[config.mk]
export PLATFORM = sky130hd
export DESIGN_NAME = brc_cond_eval
export DESIGN_NICKNAME = d
export VERILOG_FILES = /design/src/rtl/brc_pkg.sv /design/src/rtl/brc_decode.sv /design/src/rtl/brc_compare.sv /design/src/rtl/brc_cond_eval.sv
export SDC_FILE = /design/constraint.sdc
export NUM_CORES = 1
export LEC_CHECK = 0
export ABC_AREA = 0
export BUFFER_PORTS_ARGS = -buffer_cell sky130_fd_sc_hd__buf_2
export CORE_MARGIN = 5
export CORE_UTILIZATION = 30
export DETAILED_ROUTE_END_ITERATION = 16
export PLACE_DENSITY_LB_ADDON = 0.12
export SETUP_SLACK_MARGIN = 0.15
export SLEW_MARGIN = 5
export SYNTH_ARGS = -nofsm -noshare
export SYNTH_HDL_FRONTEND = slang
export SYNTH_SLANG_ARGS = --single-unit
[constraint.sdc]
create_clock -name vclk -period 10.5
set_input_delay 2.1 -clock vclk [all_inputs]
set_output_delay 2.1 -clock vclk [all_outputs]
set_load 0.05 [all_outputs]
[src/rtl/brc_pkg.sv]
package brc_pkg;

   localparam logic [5:0] OPC_SPECIAL = 6'd0;
   localparam logic [5:0] OPC_REGIMM  = 6'd1;

   typedef enum logic [2:0] {
      K_GE_S = 3'd0,
      K_GE_U = 3'd1,
      K_LT_S = 3'd2,
      K_LT_U = 3'd3,
      K_EQ   = 3'd4,
      K_NE   = 3'd5,
      K_LE_S = 3'd6,
      K_GT_S = 3'd7
   } cmp_kind_e;

   typedef enum logic [1:0] {
      B_RT   = 2'd0,
      B_IMM  = 2'd1,
      B_ZERO = 2'd2
   } bsrc_e;

   typedef struct packed {
      cmp_kind_e kind;
      bsrc_e     bsrc;
      logic      is_branch;
      logic      is_trap;
      logic      is_link;
      logic      is_likely;
      logic      invalid;
   } dec_t;

   // Maps the low three selector bits of a trap group to its compare.
   function automatic cmp_kind_e trap_kind(input logic [2:0] s);
      case (s)
         3'd0:    trap_kind = K_GE_S;
         3'd1:    trap_kind = K_GE_U;
         3'd2:    trap_kind = K_LT_S;
         3'd3:    trap_kind = K_LT_U;
         3'd4:    trap_kind = K_EQ;
         default: trap_kind = K_NE;
      endcase
   endfunction

endpackage

[src/rtl/brc_decode.sv]
module brc_decode
   import brc_pkg::*;
(
   input  logic [5:0] i_opcode,
   input  logic [5:0] i_funct,
   input  logic [4:0] i_rt_sel,
   output dec_t       o_dec
);

   always_comb begin
      o_dec = '{kind: K_EQ, bsrc: B_RT, default: 1'b0};
      case (i_opcode)
         OPC_SPECIAL: begin
            if (i_funct[5:3] == 3'b110) begin
               if (i_funct[2:0] == 3'd5 || i_funct[2:0] == 3'd7) begin
                  o_dec.invalid = 1'b1;
               end else begin
                  o_dec.is_trap = 1'b1;
                  o_dec.kind    = trap_kind(i_funct[2:0]);
                  o_dec.bsrc    = B_RT;
               end
            end
         end
         OPC_REGIMM: begin
            case (i_rt_sel)
               5'd0, 5'd1, 5'd2, 5'd3, 5'd16, 5'd17, 5'd18, 5'd19: begin
                  o_dec.is_branch = 1'b1;
                  o_dec.bsrc      = B_ZERO;
                  o_dec.kind      = i_rt_sel[0] ? K_GE_S : K_LT_S;
                  o_dec.is_likely = i_rt_sel[1];
                  o_dec.is_link   = i_rt_sel[4];
               end
               5'd8, 5'd9, 5'd10, 5'd11, 5'd12, 5'd14: begin
                  o_dec.is_trap = 1'b1;
                  o_dec.bsrc    = B_IMM;
                  o_dec.kind    = trap_kind(i_rt_sel[2:0]);
               end
               default: o_dec.invalid = 1'b1;
            endcase
         end
         6'd4, 6'd5, 6'd6, 6'd7, 6'd20, 6'd21, 6'd22, 6'd23: begin
            o_dec.is_branch = 1'b1;
            o_dec.is_likely = i_opcode[4];
            case (i_opcode[1:0])
               2'd0:    begin o_dec.kind = K_EQ;   o_dec.bsrc = B_RT;   end
               2'd1:    begin o_dec.kind = K_NE;   o_dec.bsrc = B_RT;   end
               2'd2:    begin o_dec.kind = K_LE_S; o_dec.bsrc = B_ZERO; end
               default: begin o_dec.kind = K_GT_S; o_dec.bsrc = B_ZERO; end
            endcase
         end
         default: ;
      endcase
   end

   // a decoded instruction is never both a branch and a trap
   always_comb begin
      p_one_class_r1: assert ($onehot0({o_dec.is_branch, o_dec.is_trap, o_dec.invalid}));
   end

endmodule

[src/rtl/brc_compare.sv]
module brc_compare #(
   parameter int XLEN     = 32,
   parameter int CMP_IMPL = 0   // 0: one shared subtractor, 1: separate operators
) (
   input  logic [XLEN-1:0] i_a,
   input  logic [XLEN-1:0] i_b,
   output logic            o_eq,
   output logic            o_lt_s,
   output logic            o_lt_u
);

   localparam int MSB = XLEN - 1;

   generate
      if (XLEN < 2) begin : g_bad_width
         $error("brc_compare: XLEN must be at least 2");
      end
      if (CMP_IMPL == 0) begin : g_sub
         logic [XLEN:0] diff;
         assign diff   = {1'b0, i_a} - {1'b0, i_b};
         assign o_eq   = (diff[MSB:0] == '0);
         assign o_lt_u = diff[XLEN];
         assign o_lt_s = (i_a[MSB] ^ i_b[MSB]) ? i_a[MSB] : diff[XLEN];
      end else if (CMP_IMPL == 1) begin : g_ops
         assign o_eq   = (i_a == i_b);
         assign o_lt_u = (i_a < i_b);
         assign o_lt_s = ($signed(i_a) < $signed(i_b));
      end else begin : g_bad_impl
         $error("brc_compare: CMP_IMPL must be 0 or 1");
      end
   endgenerate

   // equality excludes both orderings; same sign bits make orderings agree
   always_comb begin
      if (o_eq) p_eq_not_less_r1: assert (!o_lt_s && !o_lt_u);
      if (i_a[MSB] == i_b[MSB]) p_sign_agree_r1: assert (o_lt_s == o_lt_u);
   end

endmodule

[src/rtl/brc_cond_eval.sv]
module brc_cond_eval
   import brc_pkg::*;
#(
   parameter int XLEN     = 32,
   parameter int IMM_W    = 16,
   parameter int CMP_IMPL = 0
) (
   input  logic [5:0]       i_opcode,
   input  logic [5:0]       i_funct,
   input  logic [4:0]       i_rt_sel,
   input  logic [XLEN-1:0]  i_rs_val,
   input  logic [XLEN-1:0]  i_rt_val,
   input  logic [IMM_W-1:0] i_imm,
   output logic             o_taken,
   output logic             o_trap,
   output logic             o_link,
   output logic             o_annul,
   output logic             o_invalid
);

   localparam int EXT_W = XLEN - IMM_W;

   generate
      if (IMM_W < 1 || EXT_W < 1) begin : g_bad_imm
         $error("brc_cond_eval: IMM_W must be at least 1 and below XLEN");
      end
   endgenerate

   dec_t            dec;
   logic [XLEN-1:0] imm_ext;
   logic [XLEN-1:0] opnd_b;
   logic            eq, lt_s, lt_u;
   logic            cond;

   brc_decode u_dec (
      .i_opcode (i_opcode),
      .i_funct  (i_funct),
      .i_rt_sel (i_rt_sel),
      .o_dec    (dec)
   );

   assign imm_ext = {{EXT_W{i_imm[IMM_W-1]}}, i_imm};

   always_comb begin
      case (dec.bsrc)
         B_RT:    opnd_b = i_rt_val;
         B_IMM:   opnd_b = imm_ext;
         default: opnd_b = '0;
      endcase
   end

   brc_compare #(.XLEN(XLEN), .CMP_IMPL(CMP_IMPL)) u_cmp (
      .i_a    (i_rs_val),
      .i_b    (opnd_b),
      .o_eq   (eq),
      .o_lt_s (lt_s),
      .o_lt_u (lt_u)
   );

   always_comb begin
      case (dec.kind)
         K_GE_S:  cond = !lt_s;
         K_GE_U:  cond = !lt_u;
         K_LT_S:  cond = lt_s;
         K_LT_U:  cond = lt_u;
         K_EQ:    cond = eq;
         K_NE:    cond = !eq;
         K_LE_S:  cond = lt_s || eq;
         default: cond = !(lt_s || eq);
      endcase
   end

   assign o_taken   = dec.is_branch && cond;
   assign o_trap    = dec.is_trap && cond;
   assign o_link    = dec.is_link;
   assign o_annul   = dec.is_likely && !cond;
   assign o_invalid = dec.invalid;

   always_comb begin
      if (o_invalid) p_inv_quiet_r9: assert (!(o_taken || o_trap || o_link || o_annul));
      if (o_annul) p_annul_excl_r8: assert (!o_taken && !o_trap);
      if (o_link) p_link_group_r4: assert (i_opcode == OPC_REGIMM);
      p_br_trap_excl_r1: assert (!(o_taken && o_trap));
   end

endmodule

== After elaboration in Yosys (flattened, before gate mapping) ==
Index checks and enable logic that the tools add are counted.
Cells by class
  add/sub/neg operators: 1
  equal/unequal tests: 42
  mux-type cells: 24
  bitwise operators: 1
  reductions and logical operators: 22
Operators with widths (number)
  $pmux W32 S2: 1
  $sub A32 B32 Y33: 1
  $logic_not A32 Y1: 1
  $eq A5 B4 Y1 const B: 6
  $pmux W3 S5: 2
  $eq A3 B3 Y1 const B: 8
  $eq A6 B3 Y1 const B: 4
  $eq A6 B5 Y1 const B: 4
  $eq A5 B5 Y1 const B: 4
  $eq A3 B2 Y1 const B: 6
  $reduce_or A8 Y1: 2
  $pmux W5 S3: 1
  $reduce_or A14 Y1: 1
  $pmux W4 S3: 1
  $eq A5 B2 Y1 const B: 2
  $mux W5: 2
  $pmux W5 S2: 1
  $eq A3 B1 Y1 const B: 3
  $logic_not A3 Y1: 3
  $mux W1: 9
  $pmux W1 S2: 4
  $pmux W1 S7: 1
  $eq A6 B1 Y1 const B: 1
  $logic_not A6 Y1: 1
  other kinds (11): 21
Word-level totals
  flip-flop bits (word level): 0
  output and inout bits: 5
  logic and storage cells: 90

== Logic depth before layout (Yosys ltp) ==
  word-level depth: 14
  gate-level depth with buffers: 20

== Hierarchy ==
From an unflattened synthesis, not the netlist that was laid out.
Unflattened totals
  cells, all modules: 425
  area total of the unflattened synthesis: 2891.5 um^2
By module, submodules not included
  brc_compare: times used 1, cells each 318, area each 2134.5 um^2, seq. area each 0.0 um^2
  brc_cond_eval: times used 1, cells each 68, area each 498.0 um^2, seq. area each 0.0 um^2
  brc_decode: times used 1, cells each 39, area each 259.0 um^2, seq. area each 0.0 um^2

== Worst setup path after synthesis ==
No wires, ideal clock.
  path type: input -> output
  from: in i_opcode[3]
  to: out o_taken
  arrival: 7.865 ns
  data required time: 8.400 ns
  slack: 0.535 ns
  stages on the path: 20
  buffers on the path: 4
  cell sequence: nor2_1 -> nor4b_1 -> and4_1 -> clkbuf_1 -> and2_1 -> clkbuf_1 -> clkbuf_1 -> a21oi_1 -> ha_1 -> buf_2 -> a21oi_1 -> o21ai_0 -> a21oi_1 -> o2111ai_1 -> nor3_1 -> nand4_1 -> or3_1 -> or4_4 -> a31o_1 -> a211oi_1
On the way
  longest elaborated chain between the ends: 11
  elaborated cells on any way between the ends: 34
  those cells by class: add/sub (1); eq/ne (16); mux (5); bitwise (1); reduce/logical (11)
RTL lines
  start: declaration: line brc_cond_eval.sv:8  | input logic [5:0] i_opcode,
  $eq A6 B3 Y1 or $eq A6 B5 Y1 (tied branches): line brc_decode.sv:12  | case (i_opcode)
  $reduce_or A8 Y1: line brc_decode.sv:12
  $pmux W5 S3: line brc_decode.sv:12
  $eq A2 B1 Y1 or $logic_not A2 Y1 (tied branches): line brc_cond_eval.sv:45  | case (dec.bsrc)
  $pmux W32 S2: line brc_cond_eval.sv:45
  $sub A32 B32 Y33 or $xor A1 B1 Y1 (tied branches): line brc_compare.sv:20, brc_compare.sv:23
  $logic_not A32 Y1 or $mux W1 (tied branches): line brc_compare.sv:21, brc_compare.sv:23
  $logic_or A1 B1 Y1: line brc_cond_eval.sv:68, brc_cond_eval.sv:69
  $logic_not A1 Y1: line brc_cond_eval.sv:69  | default: cond = !(lt_s || eq);
  $pmux W1 S7: line brc_cond_eval.sv:61  | case (dec.kind)
  $logic_and A1 B1 Y1 (*): line brc_cond_eval.sv:73  | assign o_taken = dec.is_branch && cond;
  end: declaration: line brc_cond_eval.sv:14  | output logic o_taken,
Mark *: on every way between the ends. The rest lies on a longest branch, timed or not.

== Final worst setup path ==
  from: in i_opcode[3]
  to: out o_trap
On the way
  longest elaborated chain between the ends: 11
  elaborated cells on any way between the ends: 34
  those cells by class: add/sub (1); eq/ne (16); mux (5); bitwise (1); reduce/logical (11)
RTL lines
  $eq A6 B3 Y1 or $eq A6 B5 Y1 (tied branches): line brc_decode.sv:12
  $reduce_or A8 Y1: line brc_decode.sv:12
  $pmux W5 S3: line brc_decode.sv:12
  $eq A2 B1 Y1 or $logic_not A2 Y1 (tied branches): line brc_cond_eval.sv:45
  $pmux W32 S2: line brc_cond_eval.sv:45
  $sub A32 B32 Y33 or $xor A1 B1 Y1 (tied branches): line brc_compare.sv:20, brc_compare.sv:23
  $logic_not A32 Y1 or $mux W1 (tied branches): line brc_compare.sv:21, brc_compare.sv:23
  $logic_or A1 B1 Y1: line brc_cond_eval.sv:68, brc_cond_eval.sv:69
  $logic_not A1 Y1: line brc_cond_eval.sv:69
  $pmux W1 S7: line brc_cond_eval.sv:61
  $logic_and A1 B1 Y1 (*): line brc_cond_eval.sv:74  | assign o_trap = dec.is_trap && cond;
  end: declaration: line brc_cond_eval.sv:15  | output logic o_trap,
Marks and branches as above.

==> metrics.txt <==
outcome=finished, final reports clean; Worst Setup Start Kind=primary input; post-route ant nets=0; via count=4168; Synth Net Count=612; synth-to-layout area growth=19.5%; num sequential=0; Row Count=37; Power Density=62.7 nW/µm²; register area=0 µm²; setup TNS=0 ns; most numerous cell in the Yosys netlist=nand2_1; Post-Syn Area=3180 µm²; GRT overflow=0; HPWL after DPL=11300 µm; MaxCap Viol Count=0; DR vias/cell=5.95; Tot GR Track Use=19.6%; Tightest Pin Transition=0.876 ns; Cells after Synth=482; Synthesis Warnings=0; Mean Syn Cell Area=6.60 µm²; DRC errors left=0; worst rel slew slack=41.2%; fraction of layout cells with a size suffix above 1=23.6%; Nets=696; WP data arrival=7.63 ns; worst min path class=in -> out; Core Box Area=10300 µm²; first-pass GRT wire length=21000 µm; post-synthesis cell type count=76; Die H=113 µm; CP Class=in -> out; # port buffers=102; leading area contributor after synthesis=ha_1; Overall Power=238 µW; FMAX=103 MHz; Critical Path End Type=output port; count of final setup violators=0; fin crit share=92.6%; unrepaired setup endpoints after global routing=no; Initial Utilization=30.8%; fin crit period=9.73 ns; Slew Limit Fails=0; IO Pins=102; DIE AREA=12800 µm²; VDD IR max=0.0228 mV; antenna diode count=0; Yosys top cell area share=12.6%; initial antenna violation count=0; largest net degree at the start of global routing=18; Post-CTS Setup Inserts=0; Die W=113 µm; Routed WL per cell=18.7 µm; LEAKAGE=0.00157 µW; min setup slack post-route=0.774 ns; vias in the first global route=4062; Synth area leaders=ha_1 13%, a21oi_1 7.6%, nand2_1 5.8%; cts hold-fix bufs=0; final hold violation count=0; clkbuf count=0; pre-CTS setup slack=0.648 ns; final wirelength=13100 µm; crit-path max FO=13; CP required=8.40 ns; fillcell total=1172; Synth top cells by count=49 x nand2_1, 48 x a21oi_1, 33 x nor2_1; post-cts sizing count=0; GPL Wtd Cong=0.943; sequential area share after synthesis=0%; number of DRC markers in iteration 0=244; DRT Pass-1 Iters=5
## per-stage QoR
step,area [µm²],std cells,util (%),hold WS (ns)
after global placement,3800,700,36.8,4.65
after floorplan,3180,482,-,4.48
after CTS,3800,700,36.8,4.66
final,3800,700,36.8,4.65
after global routing,3800,700,36.8,4.67
after detailed placement,3800,700,36.8,4.66
## power by group
group	switching, µW	internal [µW]	total (µW)	leakage, µW
Sequential	0	0	0	0
Combinational	145	93.0	238	0.00157
Clock	0	0	0	0
Total	145	93.0	238	0.00157
## cell families after synthesis
kind of cell | Yosys count | share of synthesized area (%)
buf+inv | 37 | 4.92
compound gates | 195 | 43.1
fa+ha+maj | 33 | 13.2
mux | 5 | 1.61
simple gates | 200 | 33.9
xor+xnor | 12 | 3.30
## cell usage in the layout, fill, tap and decap left out, types with 5 or more instances in the layout
cell       synthesis  layout
xnor2_1            6       6
nor2_1            33      33
a21boi_0           5       5
a22oi_1           17      17
nor2b_1            5       5
a21oi_1           48      48
nand2b_1          15      15
o211ai_1           6       6
o22ai_1            6       6
o21ai_0           21      21
a211oi_1           9       9
buf_4              0       7
inv_1             10      10
nand2_1           49      49
buf_2             14     102
nand4_1           20      20
o21a_1            16      16
a21o_1             6       6
ha_1              32      32
or3_1              7       7
o21bai_1           7       7
nor3_1            14      13
nand3_1           16      16
o2111ai_1          8       8
xor2_1             6       6
## cell type report
type / count / area, µm² / share of cell area, %
inverters: 10 / 37.5 / 0.987
multi-input cells: 445 / 3030 / 79.7
well taps: 136 / 170 / 4.48
repair buffers: 109 / 563 / 14.8
## per-layer routing
layer | share of wire [%] | GRT usage [%]
met5 | 0 | 0
met4 | 1.9 | 3.13
met3 | 4.6 | 1.66
met2 | 46 | 32.7
met1 | 48 | 27.8
## worst max-delay path, stage by stage
cell       delay [ns]
buf_2            0.07
nor2_1           0.04
nor4b_1          0.13
buf_4            0.15
and4_1           0.22
nor3_2           0.73
buf_4            0.28
a21oi_1          0.08
ha_1             0.47
a21oi_1          0.38
o21ai_0          0.22
a21oi_1          0.54
o2111ai_1        0.22
nor3_1           0.23
nand4_1          0.10
or3_1            0.41
or4_4            0.51
a31o_1           0.25
a211oi_1         0.18
buf_2            0.29
## worst paths after layout
path | from | endpoint | slack [ns] | cells after the start
worst max-delay path | i_opcode[3] | o_trap | 0.77 | 20
worst min-delay path | i_rt_sel[4] | o_link | 4.65 | 3
(Power assumes the default switching activity.)
